[src/rtl/spi_cs_select.sv]
module spi_cs_select #(
  parameter int CS_W = 4
) (
  input  logic              clk,
  input  logic              rst_n,
  input  logic              enable,
  input  logic              var_sel,
  input  logic              dec_mode,
  input  logic [CS_W-1:0]   fixed_code,
  input  logic [CS_W-1:0]   word_code,
  input  logic              start,
  input  logic              done,
  output logic [CS_W-1:0]   cs_n,
  output logic [$clog2(CS_W)-1:0] slot,
  output logic              busy,
  output logic              code_err
);

  localparam int SLOT_W = $clog2(CS_W);
  localparam logic [CS_W-1:0] NO_DEV = '1;

  logic [CS_W-1:0]   code_sel;
  logic [SLOT_W-1:0] pri_idx;
  logic [CS_W-1:0]   cs_next;
  logic [SLOT_W-1:0] slot_next;
  logic              req, reserved, accept, reject;
  logic              dmode_q;

  assign code_sel = var_sel ? word_code : fixed_code;
  assign reserved = &code_sel;
  assign req      = enable && start && !busy;
  assign accept   = req && !reserved;
  assign reject   = req && reserved;

  always_comb begin
    pri_idx = '0;
    for (int i = CS_W - 1; i >= 0; i--)
      if (!code_sel[i]) pri_idx = SLOT_W'(i);
  end

  assign cs_next   = dec_mode ? code_sel : ~(CS_W'(1) << pri_idx);
  assign slot_next = dec_mode ? code_sel[CS_W-1 -: SLOT_W] : pri_idx;

  always_ff @(posedge clk or negedge rst_n) begin
    if (!rst_n) begin
      busy     <= 1'b0;
      cs_n     <= NO_DEV;
      slot     <= '0;
      code_err <= 1'b0;
      dmode_q  <= 1'b0;
    end else begin
      code_err <= reject;
      if (!enable || (busy && done)) begin
        busy <= 1'b0;
        cs_n <= NO_DEV;
      end else if (accept) begin
        busy    <= 1'b1;
        cs_n    <= cs_next;
        slot    <= slot_next;
        dmode_q <= dec_mode;
      end
    end
  end

  a_r1_idle_high: assert property (@(posedge clk) disable iff (!rst_n)
    !busy |-> cs_n == NO_DEV);

  a_r4_single_select: assert property (@(posedge clk) disable iff (!rst_n)
    busy && !dmode_q |-> $countones(~cs_n) == 1);

  a_r6_no_reserved_drive: assert property (@(posedge clk) disable iff (!rst_n)
    busy |-> cs_n != NO_DEV);

  a_r6_err_no_transfer: assert property (@(posedge clk) disable iff (!rst_n)
    code_err |-> !busy);

  a_r10_disable_release: assert property (@(posedge clk) disable iff (!rst_n)
    !enable |=> !busy && cs_n == NO_DEV && !code_err);

  a_r11_hold: assert property (@(posedge clk) disable iff (!rst_n)
    busy && $past(busy) |-> $stable(cs_n) && $stable(slot));

endmodule

[config.mk]
export PLATFORM = sky130hd
export DESIGN_NAME = spi_cs_select
export DESIGN_NICKNAME = d
export VERILOG_FILES = /design/src/rtl/spi_cs_select.sv
export SDC_FILE = /design/constraint.sdc
export NUM_CORES = 1
export LEC_CHECK = 0
export CAP_MARGIN = 20
export CORE_MARGIN = 3
export CORE_UTILIZATION = 40
export CTS_BUF_LIST = sky130_fd_sc_hd__clkbuf_16
export DETAILED_ROUTE_END_ITERATION = 6
export DONT_BUFFER_PORTS = 1
export GPL_TIMING_DRIVEN = 0
export HOLD_SLACK_MARGIN = 0.02
export PLACE_DENSITY = 0.65
export SYNTH_ARGS = -nofsm -noshare
export SYNTH_HDL_FRONTEND = slang
export SYNTH_SLANG_ARGS = --single-unit
[constraint.sdc]
create_clock -name clk -period 1.3 [get_ports clk]
set_input_delay 0.195 -clock clk [delete_from_list [all_inputs] [get_ports clk]]
set_output_delay 0.195 -clock clk [all_outputs]
set_load 0.02 [all_outputs]
==> PnR_summary.wiki, run 1 <==
{| class="wikitable"
! Metric !! Value
|-
| Most common cell in the synthesized netlist || mux2i_1
|-
| Crit path max-delay cell type || dfrtp_2
|-
| Pin count of the biggest net entering global routing || 9
|-
| Outcome || complete, but fails checks
|-
| Area of placed instances || 559 sq um
|-
| Synth Warn # || 0
|-
| Peak per-stage delay on the critical path || 460 ps
|-
| Hold EP || busy
|-
| Number of distinct library cell variants in the gate-level netlist after synthesis || 27
|-
| Post-route standard cell area excluding fillers || 669 sq um
|-
| Source of the worst register-to-register timing path || busy
|-
| Reg power frac || 34.8%
|-
| Violated checks || setup timing
|-
| # clock sinks || 8
|-
| CTS tree || yes
|-
| Final Skew || 5.20 ps
|-
| HPWL after detailed placement || 882 um
|-
| Clock network fraction of design power || 50.9%
|-
| Number of instances in the synthesized netlist || 51
|-
| Clock buffer count from CTS || 3
|-
| Number of detailed-route iterations in the first pass || 3
|-
| Net count after synthesis || 66
|-
| Total Negative Setup Slacks || -141 ps
|-
| RSZ-0062 raised after global routing || true
|-
| Overall power consumption || 1.02 mW
|-
| Worst reg2reg path endpoint || busy
|-
| Vias after detailed routing || 413
|-
| Highest attainable clock frequency || 745 MHz
|-
| Syn Area/Cell || 10.6 sq um
|-
| Number of rows created at floorplan || 12
|-
| Worst Setup End Kind || flip-flop
|-
| Reg clk slew, reported paths || 40 ps
|-
| Via count of the first global-routing pass || 429
|-
| H-tree depth reported by CTS || 1
|-
| Drt first-iter violations || 2
|-
| Antenna Nets Post-Route || 0
|-
| Register bit total from synthesis || 8
|-
| Final setup viols || 4
|-
| Peak fanout along the critical path || 6
|-
| Proportion of synthesized flip-flops having asynchronous set or reset || 100%
|-
| Clock tree root buffer cell || clkbuf_16
|-
| Hold Vio Cnt, Final || 0
|-
| Global-route wire length before repair || 1930 um
|-
| Die X-Extent || 42.8 um
|-
| Cells after DPL || 65
|-
| Internal cell power || 0.759 mW
|-
| Detailed-route wire length || 1130 um
|-
| LEAKAGE || 0.275 nW
|-
| Final period utilization || 103%
|-
| Area contributors post-synth || dfstp_2 19%, dfrtp_1 18%, mux2i_1 13%, nor2_1 4.2%, a31oi_4 3.9%
|-
| Remaining Overflow, GRT || 0
|-
| Die outline area || 1830 sq um
|-
| PnR worst setup slack || -42.4 ps
|-
| Ordered list of cells on the worst path || nand3b_1 -> a31oi_4 -> buf_4 -> a31o_1
|-
| Biggest area consumer among synthesized cells || dfstp_2
|-
| Area added between synthesis and finish || 23.6%
|-
| Die Y-Extent || 42.8 um
|-
| Area share of the largest cell type after synthesis || 19.4%
|-
| Worst hold path type || in -> reg
|-
| Setup slack on the worst flop-to-flop path || -40 ps
|-
| Clock latency reported for the late side of the worst-skew pair || 230 ps
|-
| Instance count along the most critical hold path || 1
|-
| Power density over cell area || 1520 nW/um^2
|-
| Switching power summed over all nets || 0.261 mW
|-
| Kind of critical path || reg -> reg
|-
| Total GRT Usage || 13.9%
|-
| Number of I/O pins || 23
|-
| Fraction of power consumed by combinational cells || 14.3%
|-
| Number of antenna violations at the first check in global routing || 0
|-
| Data required time at the worst endpoint || 1470 ps
|-
| Number of vias per cell after detailed routing || 5.74
|-
| Most instantiated flip-flop cell in the synthesis netlist || dfstp_2
|-
| Max rail drop VDD || 1.12 mV
|-
| Worst reg-to-reg path cell count || 4
|-
| Ranking of synthesized cells by instance count || 7 x mux2i_1, 6 x nor2_1, 4 x dfrtp_1, 4 x dfstp_2, 4 x nand2_1
|-
| Max-cap violations || 0
|-
| Routed length per instance || 15.7 um
|-
| Starting Density || 45.7%
|-
| Crit path arrival time || 1510 ps
|-
| Worst slew margin relative to its limit || 75.3%
|-
| Hold wc startpoint || enable
|-
| Least-Margin Pin Slew || 369 ps
|-
| Sequential fraction of the synthesis area || 37.9%
|-
| Net Sw Frac || 25.6%
|-
| Non-filler instance count after layout || 72
|-
| Remaining design rule violation count || 0
|-
| Core Box Area || 1190 sq um
|-
| Clock Tree Buf Depth || 2
|-
| Share of final-layout standard cells stronger than drive strength 1 || 31.0%
|-
| RePlAce Congestion || 0.699
|-
| Final critical delay including setup and external delays || 1340 ps
|-
| Startpoint class of the critical path || flip-flop
|-
| Count of input and output buffers || 0
|-
| Post-synth EDFFs || 0
|-
| Netlist Area Pre-Place || 542 sq um
|-
| Count of inserted antenna diode cells || 0
|-
| Final #Nets || 74
|-
| Fin. max-slew vios || 0
|}
==> cells by family after synthesis <==
logic type | count (synthesis) | synth area share, %
AO/OA/AOI/OAI | 16 | 28.4
buffers and inverters | 4 | 4.16
flip-flops | 8 | 37.9
multiplexers | 9 | 17.8
AND/OR/NAND/NOR | 14 | 11.8
==> critical path, delay by kind of cell, from the launching register on <==
| kind | cells | cell delay (ps) |
|---|---|---|
| flip-flops | 1 | 460 |
| AO/OA/AOI/OAI | 2 | 380 |
| AND/OR/NAND/NOR | 1 | 270 |
| buffers and inverters | 1 | 160 |
==> routing by layer <==
| layer | vias to the layer above | GRT usage [%] | wire length [um] |
|---|---|---|---|
| met2 | 11 | 21.3 | 566 |
| met1 | 193 | 16.8 | 470 |
| met5 | - | 0 | 0 |
| li1 | 207 | - | - |
| met3 | 2 | 7.63 | 88 |
| met4 | 0 | 3.73 | 7 |
==> state kept, by name (all words and copies together), names as in the netlist <==
signal / cells
code_err: 1
cs_n: 4
slot: 2
busy: 1
==> area by class of cell <==
| type | instances | area, sq um |
|---|---|---|
| Timing Repair Buffer | 3 | 25.0 |
| Tap cell | 14 | 17.5 |
| Fill cell | 108 | 517 |
| Buffer | 2 | 15.0 |
| Sequential cell | 8 | 206 |
| Multi-Input combinational cell | 39 | 319 |
| Clock buffer | 3 | 75.1 |
| Inverter | 2 | 7.51 |
| Clock inverter | 1 | 3.75 |
==> how the worst max path moves through the flow <==
stage	from	end	slack [ps]	depth (start not counted)
after CTS	busy	cs_n[1]	-50	3
after detailed placement	var_sel	cs_n[0]	-90	5
after global routing	busy	cs_n[1]	-130	3
after floorplan	var_sel	cs_n[0]	8	5
final	busy	busy	-40	4
after global placement	var_sel	cs_n[0]	-80	5
==> power groups by stage <==
| stage | registers (mW) | logic, mW | clock network, mW |
|---|---|---|---|
| 2_1_floorplan | 0.349 | 0.114 | 0 |
| 3_5_place_dp | 0.357 | 0.131 | 0 |
| 5_1_grt | 0.359 | 0.161 | 0.546 |
| 4_1_cts | 0.356 | 0.140 | 0.530 |
| 3_3_place_gp | 0.356 | 0.129 | 0 |
| 6_report | 0.355 | 0.146 | 0.520 |
==> metrics by stage <==
step	hold WS, ps	util, %	setup slack, ps
final	113	56.4	-42.4
after global routing	133	56.4	-134
after CTS	111	54.7	-54.8
after detailed placement	-100	47.2	-87.7
after global placement	-100	47.2	-77.7
after floorplan	-101	-	8.17
==> what timing repair did <==
item / CTS / global route
endpoints found under the hold margin: 8 / 0
setup endpoints to repair: 6 / 7
hold buffers: 1 / 0
setup buffers: 0 / 2
pin swaps: 0 / 4
cloned: 0 / 0
resized for setup: 1 / 2
==> placed cells by master (no fill, tap or decap), types with 2 or more instances in the layout <==
| cell | instances |
|---|---|
| nor2_1 | 5 |
| nand3b_1 | 2 |
| o31a_1 | 2 |
| buf_4 | 2 |
| mux2i_1 | 7 |
| clkbuf_16 | 3 |
| dfstp_2 | 4 |
| inv_1 | 3 |
| dfrtp_1 | 3 |
| nand2_1 | 3 |
| o211ai_1 | 2 |
Power figures use the tool's default switching activity.
==> run 2, diff against run 1 <==
--- a/config.mk
+++ b/config.mk
@@ -6,6 +6,8 @@
 export NUM_CORES = 1
 export LEC_CHECK = 0
 export CAP_MARGIN = 20
+export CELL_PAD_IN_SITES_DETAIL_PLACEMENT = 0
+export CELL_PAD_IN_SITES_GLOBAL_PLACEMENT = 1
 export CORE_MARGIN = 3
 export CORE_UTILIZATION = 40
 export CTS_BUF_LIST = sky130_fd_sc_hd__clkbuf_16
@@ -13,7 +15,7 @@
 export DONT_BUFFER_PORTS = 1
 export GPL_TIMING_DRIVEN = 0
 export HOLD_SLACK_MARGIN = 0.02
-export PLACE_DENSITY = 0.65
+export PLACE_DENSITY = 0.8
 export SYNTH_ARGS = -nofsm -noshare
 export SYNTH_HDL_FRONTEND = slang
 export SYNTH_SLANG_ARGS = --single-unit
==> run 2 against run 1 <==
The flow still finishes with violations (setup timing). Critical path type unchanged. Maximum frequency grew 0.18%. Core utilization shrank 2.0 points. Total power shrank 1.5%. Largest cell class unchanged. Clock power shrank 2%. Global-route usage grew 3.0 points.
==> PnR_summary.wiki, run 2 (synthesis gave the netlist of run 1 again) <==
{| class="wikitable"
! Metric !! Value
|-
| Outcome || complete, but fails checks
|-
| Violated checks || setup timing
|-
| Area of placed instances || 559 sq um (unchanged)
|-
| Data required time at the worst endpoint || 1460 ps (about the same)
|-
| Max-cap violations || 0 (unchanged)
|-
| Final Skew || 0.183 ps (-5.02 ps)
|-
| Hold wc startpoint || enable
|-
| Clock latency reported for the late side of the worst-skew pair || 230 ps (about the same)
|-
| Final #Nets || 72 (-2.7%)
|-
| Cells after DPL || 65 (unchanged)
|-
| Net Sw Frac || 25.5% (-0.12 points)
|-
| Source of the worst register-to-register timing path || busy
|-
| Detailed-route wire length || 1190 um (+5.3%)
|-
| Crit path from || busy
|-
| Worst reg-to-reg path cell count || 3 (-1)
|-
| Hold Vio Cnt, Final || 0 (unchanged)
|-
| HPWL after detailed placement || 869 um (-1.5%)
|-
| PnR worst setup slack || -40.1 ps (+2.36 ps)
|-
| Worst reg2reg path endpoint || cs_n[1]
|-
| Highest attainable clock frequency || 746 MHz (+0.18%)
|-
| Filler cell count in the final layout || 115 (+6.5%)
|-
| RePlAce Congestion || 0.701 (+0.26%)
|-
| Clock network fraction of design power || 50.9% (about the same)
|-
| Ordered list of cells on the worst path || nand3b_1 -> a31oi_4 -> mux2i_1
|-
| Max rail drop VDD || 1.42 mV (+27%)
|-
| Setup slack on the worst flop-to-flop path || -40 ps (about the same)
|-
| Power density over cell area || 1560 nW/um^2 (+2.2%)
|-
| Core Box Area || 1190 sq um (unchanged)
|-
| Overall power consumption || 1.01 mW (-1.5%)
|-
| Crit path arrival time || 1500 ps (about the same)
|-
| Antenna Nets Post-Route || 0 (unchanged)
|-
| Post-route standard cell area excluding fillers || 646 sq um (-3.6%)
|-
| Worst hold slack || 114 ps (+0.746 ps)
|-
| Most common cell after layout, fill and taps aside || mux2i_1
|-
| Hold EP || busy
|-
| Peak fanout along the critical path || 6 (unchanged)
|-
| Worst slew margin relative to its limit || 74.6% (-0.73 points)
|-
| Peak per-stage delay on the critical path || 460 ps (about the same)
|-
| Die outline area || 1830 sq um (unchanged)
|-
| Fraction of power consumed by combinational cells || 13.8% (-0.5 points)
|-
| Clock buffer count from CTS || 3 (unchanged)
|-
| Starting Density || 45.7% (unchanged)
|-
| Share of final-layout standard cells stronger than drive strength 1 || 25.5% (-5.6 points)
|-
| Remaining Overflow, GRT || 0 (unchanged)
|-
| Number of detailed-route iterations in the first pass || 4 (+1)
|-
| CTS tree || yes
|-
| Clock tree root buffer cell || clkbuf_16
|-
| Total GRT Usage || 17.0% (+3.0 points)
|-
| Kind of critical path || reg -> reg
|-
| H-tree depth reported by CTS || 1 (unchanged)
|-
| Least-Margin Pin Slew || 379 ps (+10.9 ps)
|-
| Fin. max-slew vios || 0 (unchanged)
|-
| Reg clk slew, reported paths || 40 ps (about the same)
|-
| Via count of the first global-routing pass || 489 (+14%)
|-
| Most frequent cells in the layout || 7 x mux2i_1, 6 x nor2_1, 4 x nand2_1, 4 x dfstp_2
|-
| Fraction of the core area covered by cells at the end of the flow || 54.4% (-2.0 points)
|-
| Startpoint class of the critical path || flip-flop
|-
| Number of I/O pins || 23 (unchanged)
|-
| Instance count along the most critical hold path || 1 (unchanged)
|-
| Routed length per instance || 17.3 um (+9.9%)
|-
| Global-route wire length before repair || 2190 um (+13%)
|-
| Switching power summed over all nets || 0.256 mW (-1.9%)
|-
| Die X-Extent || 42.8 um (unchanged)
|-
| Clock Tree Buf Depth || 2 (unchanged)
|-
| Crit path max-delay cell type || dfrtp_2
|-
| Pin count of the biggest net entering global routing || 9 (unchanged)
|-
| Count of input and output buffers || 0 (unchanged)
|-
| Number of rows created at floorplan || 12 (unchanged)
|-
| Count of inserted antenna diode cells || 0 (unchanged)
|-
| RSZ-0062 raised after global routing || true
|-
| Internal cell power || 0.749 mW (-1.3%)
|-
| Remaining design rule violation count || 0 (unchanged)
|-
| Drt first-iter violations || 5 (+3)
|-
| Die Y-Extent || 42.8 um (unchanged)
|-
| Number of vias per cell after detailed routing || 6.22 (+8.4%)
|-
| Vias after detailed routing || 429 (+3.9%)
|-
| Area added between synthesis and finish || 19.2%
|-
| Worst hold path type || in -> reg
|-
| Biggest register || cs_n
|-
| Number of antenna violations at the first check in global routing || 0 (unchanged)
|-
| Total Negative Setup Slacks || -112 ps (+28.8 ps)
|-
| Biggest regs || cs_n x4, slot x2
|-
| # clock sinks || 8 (unchanged)
|-
| Final setup viols || 3 (-1)
|-
| Reg power frac || 35.3% (+0.5 points)
|-
| LEAKAGE || 0.260 nW (-5.6%)
|-
| DP Worst Slack || -68.3 ps (+19.4 ps)
|-
| Worst Setup End Kind || flip-flop
|-
| Non-filler instance count after layout || 69 (-4.2%)
|-
| Final period utilization || 103% (-0.18 points)
|-
| Max reg flops || 4 (unchanged)
|-
| Final critical delay including setup and external delays || 1340 ps (-2.36 ps)
|}
## run 2: final cells by class
| type | instances | area (sq um) | area share, % |
|---|---|---|---|
| Buffer | 2 | 15.0 | 2.33 |
| Multi-Input combinational cell | 39 | 314 | 48.6 |
| Sequential cell | 8 | 206 | 32.0 |
| Tap cell | 14 | 17.5 | 2.71 |
| Timing Repair Buffer | 1 | 10.0 | 1.55 |
| Clock buffer | 3 | 75.1 | 11.6 |
| Inverter | 2 | 7.51 | 1.16 |
## run 2: worst max path at each step
stage,end,slack [ps],cells past startpoint
after detailed placement,cs_n[0],-70,5
after global routing,cs_n[0],-110,3
final,cs_n[1],-40,3
after CTS,slot[0],-40,3
after floorplan,cs_n[0],8,5
after global placement,cs_n[0],-70,3
## run 2: metal layers
layer  share of wire (%)  routed length [um]  global-route usage (%)  vias to the layer above
li1                    -                   -                       -                      208
met1                  44                 522                    19.3                      200
met2                  46                 552                    23.4                       17
met3                 7.4                  88                    9.32                        4
met4                 2.3                  28                    12.4                        0
met5                   0                   0                       0                        -
## run 2: timing repair
item,4_1_cts,5_1_grt
hold endpoints to repair,8,0
resized for setup,1,0
setup buffers,0,0
hold buffers,1,0
setup endpoints to repair,6,7
cloned,0,0
pin swaps,0,1
## run 2: power groups by stage
stage                     combinational, mW  clock, mW  sequential, mW
final                                 0.139      0.512           0.355
after global routing                  0.159      0.547           0.361
after CTS                             0.140      0.526           0.356
after detailed placement              0.131          0           0.357
after global placement                0.130          0           0.356
after floorplan                       0.114          0           0.349
## run 2: worst max-delay path: cells and delay by family (launching register included)
family          cells  cell delay, ps
compound gates      1             310
simple gates        1             270
flops               1             460
mux                 1             230
